### config.mk
export PLATFORM = sky130hd
export DESIGN_NAME = dma_page_mapper
export DESIGN_NICKNAME = d
export VERILOG_FILES = /design/src/rtl/dma_map_pkg.sv /design/src/rtl/dma_port_decode.sv /design/src/rtl/dma_page_file.sv /design/src/rtl/dma_addr_former.sv /design/src/rtl/dma_page_mapper.sv
export SDC_FILE = /design/constraint.sdc
export NUM_CORES = 1
export LEC_CHECK = 0
export ABC_CLOCK_PERIOD_IN_PS = 4300
export BUFFER_PORTS_ARGS = -buffer_cell sky130_fd_sc_hd__buf_2
export CORE_MARGIN = 5
export CORE_UTILIZATION = 50
export DETAILED_ROUTE_END_ITERATION = 12
export PLACE_DENSITY_LB_ADDON = 0.2
export SYNTH_ARGS = -nofsm -noshare
export SYNTH_HDL_FRONTEND = slang
export SYNTH_HIERARCHICAL = 1
export SYNTH_SLANG_ARGS = --single-unit
### constraint.sdc
create_clock -name clk_i -period 4.3 [get_ports clk_i]
set_clock_uncertainty 0.15 [all_clocks]
set_input_delay 0.86 -clock clk_i [delete_from_list [all_inputs] [get_ports clk_i]]
set_output_delay 0.86 -clock clk_i [all_outputs]
set_load 0.03 [all_outputs]
### src/rtl/dma_map_pkg.sv
package dma_map_pkg;
  localparam int unsigned CH_N      = 8;
  localparam int unsigned CH_W      = 3;
  localparam int unsigned CASCADE_CH = 4;
  localparam logic [3:0]  PAGE_HI   = 4'h8;

  typedef struct packed {
    logic            vld;
    logic [CH_W-1:0] ch;
  } page_map_t;

  // low nibble of a page port -> channel
  function automatic page_map_t page_port_ch(input logic [3:0] lo);
    page_map_t m;
    m.vld = 1'b1;
    unique case (lo)
      4'h7: m.ch = 3'd0;
      4'h3: m.ch = 3'd1;
      4'h1: m.ch = 3'd2;
      4'h2: m.ch = 3'd3;
      4'hB: m.ch = 3'd5;
      4'h9: m.ch = 3'd6;
      4'hA: m.ch = 3'd7;
      default: begin
        m.vld = 1'b0;
        m.ch  = '0;
      end
    endcase
    return m;
  endfunction
endpackage

### src/rtl/dma_port_decode.sv
module dma_port_decode
  import dma_map_pkg::*;
#(
  parameter int unsigned IO_AW = 8
) (
  input  logic [IO_AW-1:0] io_addr_i,
  output logic             page_hit_o,
  output logic             page_vld_o,
  output logic [CH_W-1:0]  page_ch_o,
  output logic [1:0]       ctl_sel_o,
  output logic [3:0]       ctl_idx_o
);
  localparam logic [IO_AW-1:0] CTL1_LO = IO_AW'(8'hC0);
  localparam logic [IO_AW-1:0] CTL1_HI = IO_AW'(8'hDF);
  localparam logic [IO_AW-1:0] CTL0_LIM = IO_AW'(8'h10);

  page_map_t pm;
  logic      in_page, in_c0, in_c1;

  always_comb begin
    in_page = (io_addr_i[IO_AW-1:4] == (IO_AW-4)'(PAGE_HI));
    in_c0   = (io_addr_i < CTL0_LIM);
    in_c1   = (io_addr_i >= CTL1_LO) && (io_addr_i <= CTL1_HI);
    pm      = page_port_ch(io_addr_i[3:0]);

    page_hit_o = in_page;
    page_vld_o = in_page & pm.vld;
    page_ch_o  = pm.ch;

    ctl_sel_o = {in_c1, in_c0};
    if (in_c0)      ctl_idx_o = io_addr_i[3:0];
    else if (in_c1) ctl_idx_o = io_addr_i[4:1];
    else            ctl_idx_o = '0;
  end
endmodule

### src/rtl/dma_page_file.sv
module dma_page_file
  import dma_map_pkg::*;
#(
  parameter int unsigned PAGE_W = 8
) (
  input  logic              clk_i,
  input  logic              rst_ni,
  input  logic              wr_i,
  input  logic [CH_W-1:0]   wr_ch_i,
  input  logic [PAGE_W-1:0] wdata_i,
  input  logic [CH_W-1:0]   rd_a_ch_i,
  output logic [PAGE_W-1:0] rd_a_o,
  input  logic [CH_W-1:0]   rd_b_ch_i,
  output logic [PAGE_W-1:0] rd_b_o
);
  logic [PAGE_W-1:0] page_q [CH_N];

  for (genvar c = 0; c < CH_N; c++) begin : g_ch
    if (c == CASCADE_CH) begin : g_none
      assign page_q[c] = '0;
    end else begin : g_reg
      logic [PAGE_W-1:0] pg_q;
      always_ff @(posedge clk_i or negedge rst_ni) begin
        if (!rst_ni)                           pg_q <= '0;
        else if (wr_i && wr_ch_i == CH_W'(c))  pg_q <= wdata_i;
      end
      assign page_q[c] = pg_q;
    end
  end

  assign rd_a_o = page_q[rd_a_ch_i];
  assign rd_b_o = page_q[rd_b_ch_i];
endmodule

### src/rtl/dma_addr_former.sv
module dma_addr_former
  import dma_map_pkg::*;
#(
  parameter int unsigned PAGE_W = 8,
  parameter int unsigned OFS_W  = 16,
  localparam int unsigned PHYS_W = PAGE_W + OFS_W
) (
  input  logic [CH_W-1:0]   ch_i,
  input  logic [PAGE_W-1:0] page_i,
  input  logic [OFS_W-1:0]  cur_i,
  input  logic [OFS_W-1:0]  step_i,
  output logic [PHYS_W-1:0] phys_o
);
  logic [OFS_W-1:0]  units;
  logic [OFS_W:0]    off;
  logic [PHYS_W-1:0] base;
  logic              word;

  always_comb begin
    word  = ch_i[CH_W-1];
    units = cur_i + step_i;           // wraps modulo the segment
    if (word) begin
      off  = {units, 1'b0};
      base = {page_i[PAGE_W-1:1], {(OFS_W+1){1'b0}}};
    end else begin
      off  = {1'b0, units};
      base = {page_i, {OFS_W{1'b0}}};
    end
    phys_o = base | {{(PAGE_W-1){1'b0}}, off};
  end
endmodule

### src/rtl/dma_page_mapper.sv
module dma_page_mapper
  import dma_map_pkg::*;
#(
  parameter int unsigned IO_AW  = 8,
  parameter int unsigned PAGE_W = 8,
  parameter int unsigned OFS_W  = 16,
  localparam int unsigned PHYS_W = PAGE_W + OFS_W
) (
  input  logic              clk_i,
  input  logic              rst_ni,
  input  logic [IO_AW-1:0]  io_addr_i,
  input  logic              io_wr_i,
  input  logic [PAGE_W-1:0] io_wdata_i,
  output logic [PAGE_W-1:0] io_rdata_o,
  output logic              page_hit_o,
  output logic [1:0]        ctl_sel_o,
  output logic [3:0]        ctl_idx_o,
  input  logic [CH_W-1:0]   ch_i,
  input  logic [OFS_W-1:0]  cur_addr_i,
  input  logic [OFS_W-1:0]  step_i,
  output logic [PHYS_W-1:0] phys_addr_o
);
  logic              page_vld;
  logic [CH_W-1:0]   page_ch;
  logic [PAGE_W-1:0] port_page, chan_page;

  dma_port_decode #(.IO_AW(IO_AW)) u_dec (
    .io_addr_i (io_addr_i),
    .page_hit_o(page_hit_o),
    .page_vld_o(page_vld),
    .page_ch_o (page_ch),
    .ctl_sel_o (ctl_sel_o),
    .ctl_idx_o (ctl_idx_o)
  );

  dma_page_file #(.PAGE_W(PAGE_W)) u_pages (
    .clk_i    (clk_i),
    .rst_ni   (rst_ni),
    .wr_i     (io_wr_i & page_vld),
    .wr_ch_i  (page_ch),
    .wdata_i  (io_wdata_i),
    .rd_a_ch_i(page_ch),
    .rd_a_o   (port_page),
    .rd_b_ch_i(ch_i),
    .rd_b_o   (chan_page)
  );

  assign io_rdata_o = page_vld ? port_page : '0;

  dma_addr_former #(.PAGE_W(PAGE_W), .OFS_W(OFS_W)) u_addr (
    .ch_i  (ch_i),
    .page_i(chan_page),
    .cur_i (cur_addr_i),
    .step_i(step_i),
    .phys_o(phys_addr_o)
  );
endmodule

==> flow_metrics.tcl, run 1 <==
set metrics [dict create \
    fillers 719 \
    synth_top_family_by_area "multiplexers" \
    r2r_start "u_pages/g_ch[5].g_reg.pg_q[6]" \
    wl_per_cell_um 19.1 \
    arrival_ns 3.16 \
    drive_gt1_share_pct 43.5 \
    netlist_top_cells_area "dfrtp_1 (33%), mux2_2 (20%), mux2i_1 (6.4%), a221oi_1 (4.9%), ha_1 (4.4%)" \
    synthesis.area_um2 4260 \
    antennaDiodeCount 0 \
    vias 3391 \
    utilization_pct 59.0 \
    critPathTopFamily "compound AO/OA/AOI/OAI gates" \
    die-height_um 102 \
    holdWs_ns 0.386 \
    worst-path-max-fanout 3 \
    gp_congestion 0.854 \
    fin_ws_ns 0.133 \
    via_per_inst 5.93 \
    crit_top_cell "buf_2" \
    synth_enable_flop_cells 0 \
    largest_reg_flops 56 \
    antenna_found_initial 0 \
    critPathLaunchType "input pin" \
    hp-class "reg2reg" \
    clk_pin_slew_ns 0.10 \
    rsz0062_at_grt "false" \
    end_kind "output pin" \
    grt_pass1_vias 3441 \
    grt_max_degree 34 \
    setup_violations 0 \
    regArea_um2 1400 \
    vdd_drop_max_v 0.000154 \
    yosys.cell_types.count 54 \
    fin_cells 572 \
    num_rows 33 \
    final_hold_viol_count 0 \
    cts_resized 0 \
    dp_slack_ns 0.130 \
    synth_seq_cells 56 \
    syn2layout_area_growth_pct 14.6 \
    ys.flop_type "dfrtp_1" \
    tightest_slew_ns 0.896 \
    cts_max_level 2 \
    holdBufCountCts 0 \
    synth_top_cell_area_share_pct 32.9 \
    routed_wl_um 10900 \
    path_cells "buf_2 > ha_1 > fa_1 > a21o_1 > a311oi_4 > nor3_2 > o32ai_4 > xnor2_1 > mux2_2 > buf_2" \
    min_period_over_period_pct 96.9 \
    r2r-end "u_pages/g_ch[5].g_reg.pg_q[6]" \
    regMostFlops "u_pages/g_ch.g_reg.pg_q" \
    place.port_buffers 92 \
    synth_xor_area_share_pct 3.09 \
    cts_tree "yes" \
    cpMaxStageDelayCell "fa_1" \
    relSlewSlack_pct 40.1 \
    detail-route-antenna-nets 0 \
    maxSlewViolCount 0 \
    first_pass_iters 4 \
    cp_slowest_stage_delay_ns 0.42 \
    synth-compound-area-share_pct 15.8 \
    post-cts-setup-buffer-count 0 \
    hold_end "u_pages/g_ch[0].g_reg.pg_q[2]" \
    cts.sinks 56 \
    dp_cells 564 \
    cts_made_buffers 5 \
    clock.fmax_mhz 240 \
    status "completed" \
    crit_type "in2out" \
    worstHoldPathCells 1 \
    crit_buf_inv 2 \
    track_usage_pct 21.3 \
    clock_latency_ns 0.30 \
    first_iter_violations 109 \
    synthAdderAreaFrac_pct 4.88 \
    ys_seq_area_share_pct 32.9 \
    synth_async_sr_flop_share_pct 100 \
    nNetsFinal 536 \
    yosys.area.top_type "dfrtp_1" \
    die_w_um 102 \
    multi_input_area_um2 2650 \
    top_regs "u_pages/g_ch.g_reg.pg_q x56" \
    reg2reg_slack_ns 3.35 \
    synth_nets 456 \
    grt_first_pass_wirelength_um 17500 \
    worstPathRequired_ns 3.29 \
    fp.dieArea_um2 10500 \
    setup_tns_ns 0 \
    yosysWarnings 6 \
    syn_inst 386 \
    synth_common_cells "mux2_2 (77), dfrtp_1 (56), mux2i_1 (27), a221oi_1 (24), ha_1 (15)" \
    core_um2 8260 \
    syn_area_per_cell_um2 11.0 \
    drc 0 \
    io_pins 93 \
    synth_mux_area_share_pct 27.5 \
    p_leak_nw 2.38 \
    max-clock-path-buffers 2 \
    grt_overflow 0 \
    start_util_pct 51.5 \
    post-route-min-period_ns 4.17 \
    rr_worst_depth 1 \
    hold_path_startpoint "u_pages/g_ch[0].g_reg.pg_q[2]" \
    drv_cap 0 \
    dpl.hpwl_um 8120 \
    power.density_nw_per_um2 279 \
    cts_root_buf "clkbuf_8" \
    synthSimpleGateAreaFrac_pct 10.5 \
    yosysMostFrequentCell "mux2_2" \
]
-- routing by layer --
metal | vias up | wire length, um | track usage [%]
met5 | - | 0 | 0
met4 | 0 | 151 | 4.24
met3 | 11 | 840 | 2.39
met2 | 120 | 5190 | 36.4
met1 | 1626 | 4730 | 29.3
li1 | 1634 | - | -
-- cell families after synthesis --
logic type	count (synthesis)
simple gates	70
xor+xnor	15
flops	56
buf+inv	38
compound gates	84
mux	107
fa+ha+maj	16
-- cells in the final DEF, fill, tap and decap left out, drive strengths merged, types with 2 or more instances in the layout --
cell / count
nor2b: 14
nor3: 6
inv: 4
or2: 2
o21bai: 2
o31ai: 3
clkbuf: 6
xor2: 6
nand4b: 3
nand2: 14
mux2i: 27
ha: 15
a31oi: 2
o21ai: 6
mux2: 80
nor4b: 3
dfrtp: 56
buf: 107
nor2: 6
and2: 9
xnor2: 9
a2111oi: 8
nand4: 3
a21o: 5
a22oi: 8
a221oi: 24
nand3: 4
a22o: 6
a21boi: 2
a21oi: 12
-- area by class of cell --
cell class                 instances  share of cell area [%]
multi-input combinational        292                    54.3
clock buffer                       6                    1.49
sequential                        56                    28.7
clock inverter                     2                   0.719
inverter                           4                   0.308
tap                              105                    2.70
timing repair buffer             107                    11.8
-- stage by stage --
stage / total power [mW] / cell area (um^2)
after detailed placement: 1.04 / 4770
after global routing: 1.44 / 4870
after CTS: 1.37 / 4870
after floorplan: 0.907 / 4260
final: 1.36 / 4870
after global placement: 1.03 / 4770
-- where the power goes --
| part | internal (mW) | total (mW) | switching (mW) |
|---|---|---|---|
| combinational | 0.180 | 0.455 | 0.275 |
| clock | 0.173 | 0.338 | 0.165 |
| sequential | 0.551 | 0.569 | 0.0178 |
-- how the worst max path moves through the flow --
stage / from / end / slack [ns] / cells after the start
finish: step_i[0] / phys_addr_o[12] / 0.13 / 10
global route: step_i[0] / phys_addr_o[12] / 0.04 / 10
CTS: step_i[0] / phys_addr_o[12] / 0.13 / 10
detailed placement: step_i[0] / phys_addr_o[12] / 0.13 / 10
global placement: step_i[0] / phys_addr_o[12] / 0.17 / 10
floorplan: step_i[0] / phys_addr_o[13] / 0.26 / 8
Note: power is estimated with default switching activity, not from simulation.
==> inputs of run 2 (changes only) <==
--- a/config.mk
+++ b/config.mk
@@ -5,10 +5,12 @@
 export SDC_FILE = /design/constraint.sdc
 export NUM_CORES = 1
 export LEC_CHECK = 0
-export ABC_CLOCK_PERIOD_IN_PS = 4300
+export ABC_CLOCK_PERIOD_IN_PS = 3700
 export BUFFER_PORTS_ARGS = -buffer_cell sky130_fd_sc_hd__buf_2
+export CELL_PAD_IN_SITES_DETAIL_PLACEMENT = 1
+export CELL_PAD_IN_SITES_GLOBAL_PLACEMENT = 1
 export CORE_MARGIN = 5
-export CORE_UTILIZATION = 50
+export CORE_UTILIZATION = 39
 export DETAILED_ROUTE_END_ITERATION = 12
 export PLACE_DENSITY_LB_ADDON = 0.2
 export SYNTH_ARGS = -nofsm -noshare
==> constraint.sdc (replaced) <==
create_clock -name clk_i -period 3.7 [get_ports clk_i]
set_clock_uncertainty 0.15 [all_clocks]
set_input_delay 0.74 -clock clk_i [delete_from_list [all_inputs] [get_ports clk_i]]
set_output_delay 0.74 -clock clk_i [all_outputs]
set_load 0.03 [all_outputs]
==> run 2 against run 1 <==
Core utilization decreased by 12 points; count of clock-buffer cells in the layout increased by 1; sequential cell count unchanged; hold slack got worse by 0.092 ns; sequential power increased by 16%; critical endpoint unchanged; final area increased by 2.9%; non-clock buffer count increased by 7; global-route usage decreased by 2.8 points; critical path type unchanged; the flow now finishes with violations (setup timing).
==> flow_metrics.tcl, run 2 (synthesis gave the netlist of run 1 again) <==
set metrics [dict create \
    violations "setup timing" \
    crit_buf_inv 2 \
    fp.dieArea_um2 13100 \
    arrival_ns 2.82 \
    grt_pass1_vias 3739 \
    syn2layout_area_growth_pct 17.9 \
    io_pins 93 \
    p_sw_share_pct 35.3 \
    critPathTopFamily "compound AO/OA/AOI/OAI gates" \
    antenna_found_initial 0 \
    cts_made_buffers 5 \
    first_pass_iters 5 \
    antennaDiodeCount 0 \
    cts_max_level 2 \
    cp_slowest_stage_delay_ns 0.38 \
    cts_tree "yes" \
    holdBufCountCts 0 \
    first_iter_violations 133 \
    power.density_nw_per_um2 311 \
    worstPathRequired_ns 2.81 \
    clock.fmax_mhz 270 \
    max-clock-path-buffers 2 \
    grt_overflow 0 \
    start_util_pct 39.6 \
    crit_top_cell "buf_6" \
    internal_power_mw 1.01 \
    dp_cells 605 \
    cts.sinks 56 \
    hp-class "in2async" \
    p_total_mw 1.56 \
    largest_reg_flops 56 \
    path_cells "buf_6 > ha_4 > fa_2 > a21o_1 > a311oi_4 > nor3_2 > o32ai_4 > xnor2_1 > mux2_4 > buf_6" \
    vdd_drop_max_v 0.000197 \
    p_seq_share_pct 42.4 \
    tightest_slew_ns 0.926 \
    gp_congestion 0.765 \
    dpl.hpwl_um 9000 \
    drive_gt1_share_pct 44.9 \
    nNetsFinal 543 \
    wl_per_cell_um 19.7 \
    pwr-share-clk_pct 21.4 \
    worst-path-max-fanout 3 \
    fin_cells 614 \
    setup_violations 1 \
    rsz0062_at_grt "true" \
    min_period_over_period_pct 100 \
    grt_first_pass_wirelength_um 19400 \
    num_rows 38 \
    final_hold_viol_count 0 \
    layout_commonest_cell "buf_2" \
    cpMaxStageDelayCell "a311oi_4" \
    status "complete, but fails checks" \
    final_cell_mix "buf_2 (85), mux2_2 (76), dfrtp_1 (56), mux2i_1 (26), buf_4 (25)" \
    p_leak_nw 2.42 \
    p_sw_mw 0.550 \
    track_usage_pct 18.5 \
    dp_slack_ns -0.222 \
    post-route-min-period_ns 3.71 \
    relSlewSlack_pct 38.1 \
    fillers 1231 \
    utilization_pct 46.7 \
    via_per_inst 5.61 \
    place.port_buffers 92 \
    end_kind "output pin" \
    drc 0 \
    combPwrFrac_pct 36.2 \
    clk_pin_slew_ns 0.10 \
    core_um2 10700 \
    critPathLaunchType "input pin" \
    cts_root_buf "clkbuf_8" \
    grt_max_degree 41 \
    die-height_um 114 \
    routed_wl_um 12100 \
    detail-route-antenna-nets 0 \
    fin_ws_ns -0.0101 \
    clock_latency_ns 0.31 \
    vias 3442 \
    maxSlewViolCount 0 \
    regMostFlops "u_pages/g_ch.g_reg.pg_q" \
    drv_cap 0 \
    die_w_um 114 \
    crit_type "in2out" \
    top_regs "u_pages/g_ch.g_reg.pg_q x56" \
]
-- run 2: final cells by class --
class	count	area, um^2	share of cell area [%]
multi-input combinational	292	2670	53.3
sequential	56	1400	27.9
timing repair buffer	114	667	13.3
tap	140	175	3.49
clock buffer	7	76.3	1.52
inverter	4	15.0	0.299
clock inverter	1	8.76	0.175
-- run 2: power by group through the flow --
| stage | combinational [mW] | clock (mW) | sequential [mW] |
|---|---|---|---|
| finish | 0.565 | 0.334 | 0.661 |
| global route | 0.615 | 0.372 | 0.665 |
| CTS | 0.564 | 0.347 | 0.661 |
| detailed placement | 0.551 | 0 | 0.673 |
| global placement | 0.542 | 0 | 0.671 |
| floorplan | 0.389 | 0 | 0.667 |
-- run 2: repair_timing --
action / CTS / global route
buffers inserted: 1 / 0
pin swaps: 7 / 4
resized for setup: 8 / 7
endpoints found under the setup margin: 8 / 5
-- run 2: final timing paths --
path | from | end | cells after the start | slack [ns]
worst max-delay path | cur_addr_i[0] | phys_addr_o[12] | 10 | -0.01
worst min-delay path | rst_ni | u_pages/g_ch[2].g_reg.pg_q[3] | 1 | 0.29
worst max register to register | u_pages/g_ch[6].g_reg.pg_q[0] | u_pages/g_ch[6].g_reg.pg_q[0] | 1 | 2.75
worst min register to register | u_pages/g_ch[0].g_reg.pg_q[6] | u_pages/g_ch[0].g_reg.pg_q[6] | 1 | 0.38
max in group asynchronous | rst_ni | u_pages/g_ch[7].g_reg.pg_q[6] | 2 | 2.25
min in group clk_i | u_pages/g_ch[0].g_reg.pg_q[6] | u_pages/g_ch[0].g_reg.pg_q[6] | 1 | 0.38
-- run 2: metrics by stage --
| stage | instance area (um^2) | setup TNS [ns] | hold slack, ns |
|---|---|---|---|
| CTS | 5000 | -0.00103 | 0.307 |
| detailed placement | 4870 | -0.752 | 0.363 |
| global route | 5020 | -0.234 | 0.333 |
| finish | 5020 | -0.0101 | 0.294 |
| global placement | 4870 | -0.554 | 0.354 |
| floorplan | 4260 | 0 | 0.294 |
-- run 2: layer usage --
layer	part of all wire, %	up-vias	routed length [um]	global-route usage (%)
met2	51	67	6200	34.0
met3	4.0	6	483	2.33
met1	44	1728	5340	23.4
met5	0	-	0	0
met4	0.63	0	76	3.01
li1	-	1641	-	-
==> inputs of run 3 (changes only) <==
--- a/config.mk
+++ b/config.mk
@@ -5,12 +5,13 @@
 export SDC_FILE = /design/constraint.sdc
 export NUM_CORES = 1
 export LEC_CHECK = 0
+export ABC_AREA = 1
 export ABC_CLOCK_PERIOD_IN_PS = 3700
 export BUFFER_PORTS_ARGS = -buffer_cell sky130_fd_sc_hd__buf_2
 export CELL_PAD_IN_SITES_DETAIL_PLACEMENT = 1
 export CELL_PAD_IN_SITES_GLOBAL_PLACEMENT = 1
 export CORE_MARGIN = 5
-export CORE_UTILIZATION = 39
+export CORE_UTILIZATION = 35
 export DETAILED_ROUTE_END_ITERATION = 12
 export PLACE_DENSITY_LB_ADDON = 0.2
 export SYNTH_ARGS = -nofsm -noshare
==> run 3 against run 2 <==
The run now ends clean; first-iteration DRC count up 50%; worst setup slack improved by 0.34 ns; non-clock buffer count fell by 12; global-route usage increased by 1.3 points; largest cell class unchanged.
==> flow_metrics.tcl, run 3 <==
set metrics [dict create \
    min_period_over_period_pct 91.0 \
    critPathLaunchType "input pin" \
    arrival_ns 2.48 \
    crit_type "in2out" \
    antenna_found_initial 0 \
    reg2reg_slack_ns 2.84 \
    dp_cells 1040 \
    worst-path-max-fanout 3 \
    setup_violations 0 \
    yosys.cell_types.count 27 \
    wl_per_cell_um 14.7 \
    rr_worst_depth 2 \
    synth_async_sr_flop_share_pct 100 \
    syn_area_per_cell_um2 5.93 \
    cts.sinks 56 \
    tightest_slew_ns 0.592 \
    synthAdderAreaFrac_pct 4.39 \
    yosysMostFrequentCell "nand2_1" \
    regMostFlops "u_pages/g_ch.g_reg.pg_q" \
    cp.depth 13 \
    synth_xor_area_share_pct 1.11 \
    via_per_inst 4.91 \
    grt_first_pass_wirelength_um 26300 \
    clock_latency_ns 0.29 \
    detail-route-antenna-nets 0 \
    synth_enable_flop_cells 0 \
    num_rows 42 \
    synth-compound-area-share_pct 7.19 \
    r2r-end "u_pages/g_ch[7].g_reg.pg_q[2]" \
    core_um2 13200 \
    clk_pin_slew_ns 0.07 \
    cts_max_level 2 \
    cts_root_buf "clkbuf_16" \
    p_leak_nw 3.28 \
    yosys.area.top_type "dfrtp_1" \
    first_pass_iters 4 \
    drv_cap 0 \
    cp_slowest_stage_delay_ns 0.41 \
    drive_gt1_share_pct 15.0 \
    path_cells "buf_2 > ha_1 > fa_1 > nand2_1 > nand2_1 > nand3_1 > nand2_1 > nand2_1 > nand2_1 > nand2_1 > nand3_1 > nand2_1 > buf_2" \
    crit_top_cell "nand2_1" \
    startpoint "step_i[0]" \
    critPathCapture "phys_addr_o[11]" \
    max-clock-path-buffers 2 \
    antennaDiodeCount 0 \
    dpl.hpwl_um 12100 \
    worstPathRequired_ns 2.81 \
    drc 0 \
    die-height_um 126 \
    synthesis.area_um2 4730 \
    grt_overflow 0 \
    syn2layout_area_growth_pct 15.4 \
    cts_resized 0 \
    r2r_start "u_pages/g_ch[7].g_reg.pg_q[2]" \
    grt_max_degree 37 \
    rsz0062_at_grt "false" \
    synth_mux_area_share_pct 0 \
    die_w_um 126 \
    holdBufCountCts 0 \
    critPathTopFamily "simple AND/OR/NAND/NOR gates" \
    cts_made_buffers 5 \
    synth_top_family_by_area "simple AND/OR/NAND/NOR gates" \
    vias 5143 \
    clock.fmax_mhz 297 \
    yosysWarnings 6 \
    io_pins 93 \
    ys_seq_area_share_pct 29.6 \
    fp.dieArea_um2 15900 \
    relSlewSlack_pct 60.4 \
    ys.flop_type "dfrtp_1" \
    p_total_mw 1.77 \
    dp_slack_ns 0.337 \
    synth_common_cells "nand2_1 (371), inv_1 (121), nand3_1 (77), dfrtp_1 (56), o21ai_0 (56)" \
    fin_ws_ns 0.334 \
    hp-class "in2async" \
    cts_tree "yes" \
    grt_pass1_vias 5460 \
    synth_nets 868 \
    gp_congestion 0.884 \
    vdd_drop_max_v 0.000227 \
    final_cell_mix "nand2_1 (371), inv_1 (121), buf_2 (92), nand3_1 (77)" \
    largest_reg_flops 56 \
    fin_cells 1048 \
    routed_wl_um 15500 \
    nNetsFinal 941 \
    track_usage_pct 19.8 \
    post-route-min-period_ns 3.37 \
    post-cts-setup-buffer-count 0 \
    start_util_pct 35.7 \
    top_regs "u_pages/g_ch.g_reg.pg_q x56" \
    netlist_top_cells_area "dfrtp_1 (30%), nand2_1 (29%), inv_1 (9.6%), nand3_1 (8.1%), o21ai_0 (5.9%)" \
    maxSlewViolCount 0 \
    crit_buf_inv 2 \
    syn_inst 798 \
    place.port_buffers 92 \
    cpMaxStageDelayCell "fa_1" \
    status "completed" \
    synth_seq_cells 56 \
    setup_tns_ns 0 \
    first_iter_violations 199 \
    synth_top_cell_area_share_pct 29.6 \
    end_kind "output pin" \
    synthSimpleGateAreaFrac_pct 43.2 \
    final_hold_viol_count 0 \
    power.density_nw_per_um2 324 \
    layout_commonest_cell "nand2_1" \
]
[run 3: cell count changes after synthesis, moves of 9 or more]
cell / delta
o21ai_0: +54
inv_1: +118
and2_1: -9
mux2i_1: -27
a221oi_1: -24
buf_2: +14
mux2_2: -77
nand2_1: +357
nor2b_1: -14
nand3_1: +73
[run 3: stage by stage]
stage	util (%)	hold slack, ns	instance area [um^2]
2_1_floorplan	-	0.294	4730
3_3_place_gp	39.9	0.318	5280
3_5_place_dp	39.9	0.324	5280
4_1_cts	41.2	0.255	5460
5_1_grt	41.2	0.282	5460
6_report	41.2	0.250	5460
[run 3: where the power goes]
group	leakage [nW]	total [mW]	switching [mW]	internal, mW
Sequential	0.733	0.651	0.0136	0.637
Clock	0.0871	0.559	0.220	0.339
Combinational	2.46	0.557	0.383	0.174
[run 3: layout make-up]
cell class | instances | area (um^2)
fillers | 1879 | 7780
multi-input cells | 581 | 2650
flip-flops and latches | 56 | 1400
repair buffers | 102 | 548
inverters | 125 | 469
well taps | 176 | 220
clock buffers | 6 | 139
clock inverters | 2 | 38.8
[run 3: how the worst min path moves through the flow]
stage	end	startpoint
floorplan	u_pages/g_ch[0].g_reg.pg_q[0]	rst_ni
global placement	u_pages/g_ch[2].g_reg.pg_q[3]	u_pages/g_ch[2].g_reg.pg_q[3]
detailed placement	u_pages/g_ch[6].g_reg.pg_q[4]	u_pages/g_ch[6].g_reg.pg_q[4]
CTS	u_pages/g_ch[2].g_reg.pg_q[3]	rst_ni
global route	u_pages/g_ch[3].g_reg.pg_q[6]	rst_ni
finish	u_pages/g_ch[1].g_reg.pg_q[5]	rst_ni
[run 3: cell families after synthesis]
kind of cell / count (synthesis)
AOI/OAI and AO/OA: 68
xor gates and xnor gates: 6
adders and majority gates: 16
buffers and inverters: 161
DFF: 56
and+or+nand+nor: 491
[run 3: layer usage]
metal  vias to the layer above  track usage [%]  routed length (um)
met4                         0             5.05                 260
li1                       2570                -                   -
met1                      2457             24.5                6910
met3                        20             2.62                 579
met5                         -                0                   0
met2                        96             36.3                7710
